**src/rtl/walk_pkg.sv**
```systemverilog
package walk_pkg;

  typedef enum logic [1:0] {
    PH_WALK = 2'd0,
    PH_PREP = 2'd1,
    PH_GO   = 2'd2,
    PH_STOP = 2'd3
  } phase_t;

  // strobes from the phase control to the dwell datapath
  typedef struct packed {
    logic reload;
    logic clamp;
  } dwell_ctl_t;

  typedef struct packed {
    logic pedRed;
    logic pedGreen;
    logic carRed;
    logic carYellow;
    logic carGreen;
  } lamp_t;

  function automatic phase_t nextInRotation(phase_t cur);
    unique case (cur)
      PH_WALK: nextInRotation = PH_PREP;
      PH_PREP: nextInRotation = PH_GO;
      PH_GO:   nextInRotation = PH_STOP;
      default: nextInRotation = PH_WALK;
    endcase
  endfunction

endpackage

```
**src/rtl/walk_dwell.sv**
```systemverilog
module walk_dwell
  import walk_pkg::*;
#(
  parameter int DWELL_CYCLES = 16,
  parameter int CUT_CYCLES   = 8
) (
  input  logic       clk,
  input  logic       rst,
  input  dwell_ctl_t ctl,
  output logic       expired,
  output logic       pending
);

  localparam int W = (DWELL_CYCLES > 2) ? $clog2(DWELL_CYCLES) : 1;
  localparam logic [W-1:0] FULL_LEFT = W'(DWELL_CYCLES - 1);
  localparam logic [W-1:0] CUT_LEFT  = W'(CUT_CYCLES - 1);

  logic [W-1:0] cyclesLeft;
  logic         reqHeld;

  always_ff @(posedge clk or posedge rst) begin
    if (rst) begin
      cyclesLeft <= FULL_LEFT;
      reqHeld    <= 1'b0;
    end else if (ctl.reload) begin
      cyclesLeft <= FULL_LEFT;
      reqHeld    <= 1'b0;
    end else if (ctl.clamp) begin
      cyclesLeft <= (cyclesLeft > CUT_LEFT) ? CUT_LEFT : cyclesLeft - 1'b1;
      reqHeld    <= 1'b1;
    end else begin
      cyclesLeft <= cyclesLeft - 1'b1;
    end
  end

  assign expired = (cyclesLeft == '0);
  assign pending = reqHeld;

endmodule

```
**src/rtl/walk_phase.sv**
```systemverilog
module walk_phase
  import walk_pkg::*;
(
  input  logic       clk,
  input  logic       rst,
  input  logic       pedReq,
  input  logic       expired,
  input  logic       pending,
  output dwell_ctl_t ctl,
  output phase_t     phase
);

  phase_t phaseQ, phaseD;
  logic   reqTaken;

  assign reqTaken = pedReq && (phaseQ != PH_WALK);

  always_comb begin
    phaseD     = phaseQ;
    ctl.reload = 1'b0;
    ctl.clamp  = 1'b0;
    if (expired) begin
      ctl.reload = 1'b1;
      phaseD     = (pending || reqTaken) ? PH_WALK : nextInRotation(phaseQ);
    end else if (reqTaken) begin
      ctl.clamp = 1'b1;
    end
  end

  always_ff @(posedge clk or posedge rst) begin
    if (rst) phaseQ <= PH_WALK;
    else     phaseQ <= phaseD;
  end

  assign phase = phaseQ;

endmodule

```
**src/rtl/walk_lamps.sv**
```systemverilog
module walk_lamps
  import walk_pkg::*;
(
  input  phase_t phase,
  output lamp_t  lamps
);

  always_comb begin
    lamps = '0;
    unique case (phase)
      PH_WALK: begin lamps.pedGreen = 1'b1; lamps.carRed = 1'b1; end
      PH_PREP: begin lamps.pedRed = 1'b1; lamps.carRed = 1'b1; lamps.carYellow = 1'b1; end
      PH_GO:   begin lamps.pedRed = 1'b1; lamps.carGreen = 1'b1; end
      default: begin lamps.pedRed = 1'b1; lamps.carYellow = 1'b1; end
    endcase
  end

endmodule

```
**src/rtl/walk_crossing_ctrl.sv**
```systemverilog
module walk_crossing_ctrl
  import walk_pkg::*;
#(
  parameter int DWELL_CYCLES = 16,
  parameter int CUT_CYCLES   = 8
) (
  input  logic clk,
  input  logic rst,
  input  logic pedReq,
  output logic pedRed,
  output logic pedGreen,
  output logic carRed,
  output logic carYellow,
  output logic carGreen
);

  dwell_ctl_t ctl;
  phase_t     phase;
  lamp_t      lamps;
  logic       expired;
  logic       pending;

  walk_phase u_phase (
    .clk     (clk),
    .rst     (rst),
    .pedReq  (pedReq),
    .expired (expired),
    .pending (pending),
    .ctl     (ctl),
    .phase   (phase)
  );

  walk_dwell #(
    .DWELL_CYCLES (DWELL_CYCLES),
    .CUT_CYCLES   (CUT_CYCLES)
  ) u_dwell (
    .clk     (clk),
    .rst     (rst),
    .ctl     (ctl),
    .expired (expired),
    .pending (pending)
  );

  walk_lamps u_lamps (
    .phase (phase),
    .lamps (lamps)
  );

  assign pedRed    = lamps.pedRed;
  assign pedGreen  = lamps.pedGreen;
  assign carRed    = lamps.carRed;
  assign carYellow = lamps.carYellow;
  assign carGreen  = lamps.carGreen;

endmodule

```
**config.mk**
```make
export PLATFORM = sky130hd
export DESIGN_NAME = walk_crossing_ctrl
export DESIGN_NICKNAME = d
export VERILOG_FILES = /design/src/rtl/walk_pkg.sv /design/src/rtl/walk_dwell.sv /design/src/rtl/walk_phase.sv /design/src/rtl/walk_lamps.sv /design/src/rtl/walk_crossing_ctrl.sv
export SDC_FILE = /design/constraint.sdc
export NUM_CORES = 1
export LEC_CHECK = 0
export BUFFER_PORTS_ARGS = -buffer_cell sky130_fd_sc_hd__buf_2
export CORE_AREA = 2 2 39 41
export CTS_CLUSTER_SIZE = 25
export DETAILED_ROUTE_END_ITERATION = 12
export DIE_AREA = 0 0 41 43
export SLEW_MARGIN = 20
export SYNTH_ARGS = -nofsm -noshare
export SYNTH_HDL_FRONTEND = slang
export SYNTH_SLANG_ARGS = --single-unit
```
**constraint.sdc**
```tcl
create_clock -name clk -period 2.91 [get_ports clk]
set_input_delay 0.4365 -clock clk [delete_from_list [all_inputs] [get_ports clk]]
set_output_delay 0.4365 -clock clk [all_outputs]
set_load 0.02 [all_outputs]
```
==> qor_table.md <==
| Stage | Item | Value |
| --- | --- | --- |
| final layout | Post-layout instance count excluding filler cells | 64 |
| final layout | Final nets | 56 |
| synthesis | Cell taking the most area after synthesis | sky130_fd_sc_hd__dfstp_2 |
| grt | Met1 Resource Use GR | 11.9% |
| pwr | VDD IR-drop max | 315 uV |
| detailed routing | Post-detailed-route wirelength per cell | 9.88 um |
| grt | Total routing resource utilization after global routing | 9.01% |
| sta | Setup TNS | 0 ns |
| sta | Fmax achieved | 551 MHz |
| floorplan | Core box area | 0.00138 mm^2 |
| detailed routing | Number of nets still failing antenna checks after routing | 0 |
| setup path | Slowest cell on the critical path | sky130_fd_sc_hd__dfrtp_1 |
| floorplan | Row Count | 14 |
| setup path | Slack of the worst reg-to-reg path | 1.41 ns |
| sta | Period Utilization, post-route | 62.4% |
| placement | Post-Place Cells | 60 |
| floorplan | Die area | 0.00176 mm^2 |
| sta | Count of endpoints failing hold in the final timing report | 0 |
| detailed routing | Number of remaining DRC errors | 0 |
| pwr | Leakage dissipation | 0.222 nW |
| clock tree | Hold bufs inserted after CTS | 0 |
| synthesis | Yosys warnings | 0 |
| setup path | Worst R2R Path Depth | 4 |
| setup path | Cells along the critical path | inv_1 -> ha_1 -> or2_2 -> buf_2 |
| synthesis | Combined area of all synthesized cells | 375 um^2 |
| synthesis | Register area share after synthesis | 48.0% |
| pwr | Total power consumption of the routed design | 0.527 mW |
| clock tree | H-Tree Level Count | 1 |
| placement | Count of input and output buffers | 7 |
| worst hold path | Type of the tightest min-delay check | in -> async |
| floorplan | DIE HEIGHT | 43 um |
| detailed routing | Number of iterations in the first detailed-routing pass | 4 |
| clock tree | Number of clock sinks seen by CTS | 7 |
| grt | Met3 layer usage reported by global route | 1.57% |
| clock tree | Buffer type at the clock tree root | sky130_fd_sc_hd__clkbuf_4 |
| detailed routing | Final Routed Wirelength | 632 um |
| synthesis | Number of nets produced by synthesis | 45 |
| sta | Final Setup Violations | 0 |
| setup path | Top fanout value on the critical path | 5 |
| grt | Via count of the first global-routing pass | 241 |
| synthesis | Cell count after synthesis | 38 |
| grt | Antenna violations before repair | 0 |
| grt | Total overflow reported by the global router | 0 |
| detailed routing | Average vias per placed instance | 4.48 |
| grt | Layer with the highest usage after global routing | met4 |
| setup path | Critical path launch point type | flip-flop |
| setup path | Launch point of the worst reg-to-reg path | u_dwell.cyclesLeft[0] |
| floorplan | Initial core utilization | 27.1% |
| final layout | Final standard cell area without fillers | 452 um^2 |
| setup path | Worst stage delay on the critical path | 0.37 ns |
| setup path | Arr. time, crit path | 1.38 ns |
| synthesis | Post-Syn Area per Cell | 9.88 um^2 |
| setup path | Bufs and invs on worst path | 2 |
| final layout | Layout Utilization | 32.6% |
| sta | Max-Slew Margin vs Limit | 73.6% |
| detailed routing | Via Count | 287 |
| sta | Tightest Pin Transition | 0.395 ns |
| grt | Largest net degree at the start of global routing | 8 |
| clock tree | Quantity of gates resized following cts | 0 |
| synthesis | Cells taking the most area after synthesis | sky130_fd_sc_hd__dfstp_2 28%, sky130_fd_sc_hd__dfrtp_1 20%, sky130_fd_sc_hd__ha_1 13%, sky130_fd_sc_hd__inv_1 7.0%, sky130_fd_sc_hd__nand2_1 6.0% |
| synthesis | Number of synthesized register bits | 7 |
| status | Status | finished, final reports clean |
| clock tree | Buffer levels on the longest clock path | 2 |
| placement | Placer Congestion | 0.618 |
| sta | Final period demand of the worst path | 1.82 ns |
| sta | Unrepaired setup endpoints after global routing | false |
| final layout | Antenna diode count | 0 |
| synthesis | Area share of the leading cell type in the synthesized netlist | 28.0% |
| setup path | Required time of the worst setup path | 2.47 ns |
| sta | Final slew viol count | 0 |
| setup path | Critical path class | reg -> out |
| clock tree | Number of setup buffers added after CTS | 0 |
| grt | GR Util met2 | 10.0% |
| grt | Global-route wire length before repair | 986 um |
| detailed routing | Count of routing violations after the opening detailed-route iteration | 6 |
| clock tree | Clock latency on the worst-skew pair | 0.25 ns |
| final layout | Synth-to-layout area growth | 20.3% |
| setup path | Endpoint of the worst-slack reg-to-reg timing path | u_phase.phase[1] |
| clock tree | CTS tree | yes |
| setup path | Capturing element type of the critical path | primary output |
| final layout | # fillers | 146 |
| sta | Maximum clock skew at final layout | 0.00268 ns |
| placement | Placed cell area | 425 um^2 |
| final layout | Proportion of layout cells with a drive suffix above 1 | 31.3% |
| floorplan | Top-Level Pins | 8 |
| pwr | Total power density per cell area | 1170 mW/mm^2 |
| clock tree | Reg clk slew, reported paths | 0.05 ns |
| clock tree | Total CTS buffers | 3 |
| flow run | Max-Cap Viols | 0 |
| floorplan | Floorplan die width | 41 um |
| synthesis | Synth cell types | 18 |
| setup path | Cell family contributing the most delay on the critical path | flip-flops |
-- where the power goes --
part	switching, mW	total [mW]	internal [mW]	leakage [nW]
sequential	0.0362	0.200	0.164	0.0794
combinational	0.140	0.237	0.0965	0.127
clock	0.0381	0.0906	0.0525	0.0150
-- final cells by class --
cell class	instances	area, um^2	share of cell area (%)
timing repair buffer	7	35.0	7.76
multi-input combinational	23	164	36.3
inverter	7	26.3	5.82
tap	16	20.0	4.43
sequential	7	180	39.9
clock buffer	4	26.3	5.82
-- layer usage --
metal	wire [um]	up-vias
met5	0	-
met4	23	0
met3	34	3
met2	271	11
met1	303	127
li1	-	146
-- registers in the layout, summed over array words and instances (netlist names) --
name,flops
u_phase.phase,2
u_dwell.cyclesLeft,4
u_dwell.pending,1
-- cell families (layout without fill, tap and decap cells) --
| logic type | Yosys count | after routing | share of synthesized area, % |
|---|---|---|---|
| AOI/OAI and AO/OA | 6 | 6 | 12.3 |
| xor gates and xnor gates | 1 | 1 | 2.33 |
| adders and majority gates | 4 | 4 | 13.3 |
| buffers and inverters | 8 | 18 | 8.33 |
| DFF | 7 | 7 | 48.0 |
| and+or+nand+nor | 12 | 12 | 15.7 |
-- layout by cell type (no fill, tap or decap) --
master / instances
sky130_fd_sc_hd__a21boi_1: 1
sky130_fd_sc_hd__a21oi_1: 1
sky130_fd_sc_hd__buf_2: 7
sky130_fd_sc_hd__clkbuf_1: 1
sky130_fd_sc_hd__clkbuf_4: 3
sky130_fd_sc_hd__dfrtp_1: 3
sky130_fd_sc_hd__dfstp_2: 4
sky130_fd_sc_hd__ha_1: 4
sky130_fd_sc_hd__inv_1: 7
sky130_fd_sc_hd__nand2_1: 6
sky130_fd_sc_hd__nand2b_1: 1
sky130_fd_sc_hd__nor2_1: 1
sky130_fd_sc_hd__nor2b_1: 1
sky130_fd_sc_hd__nor3_1: 1
sky130_fd_sc_hd__o21a_1: 1
sky130_fd_sc_hd__o32ai_1: 1
sky130_fd_sc_hd__o41ai_1: 2
sky130_fd_sc_hd__or2_2: 1
sky130_fd_sc_hd__or3b_1: 1
sky130_fd_sc_hd__xnor2_1: 1
-- stage by stage --
| stage | worst slack [ns] | hold WS (ns) |
|---|---|---|
| floorplan | 1.39 | 0.237 |
| global placement | 1.39 | 0.382 |
| detailed placement | 1.37 | 0.388 |
| CTS | 1.09 | 0.114 |
| global route | 1.04 | 0.125 |
| finish | 1.09 | 0.105 |
-- worst max path at each step --
stage,from,end,slack (ns),cells past startpoint
floorplan,u_phase.phase[0],carRed,1.39,3
global placement,u_phase.phase[0],carRed,1.39,4
detailed placement,u_phase.phase[0],carRed,1.37,4
CTS,u_phase.phase[0],carRed,1.09,4
global route,u_phase.phase[0],carRed,1.04,4
finish,u_phase.phase[0],carRed,1.09,4
-- Yosys cell counts (all sizes together) --
master / number
a21boi: 1
clkbuf: 1
dfstp: 4
inv: 7
o32ai: 1
a21oi: 1
nor2: 1
o41ai: 2
nor3: 1
o21a: 1
ha: 4
dfrtp: 3
or3b: 1
xnor2: 1
nand2b: 1
nor2b: 1
nand2: 6
or2: 1
No activity file was read; power rests on OpenSTA's default activity.
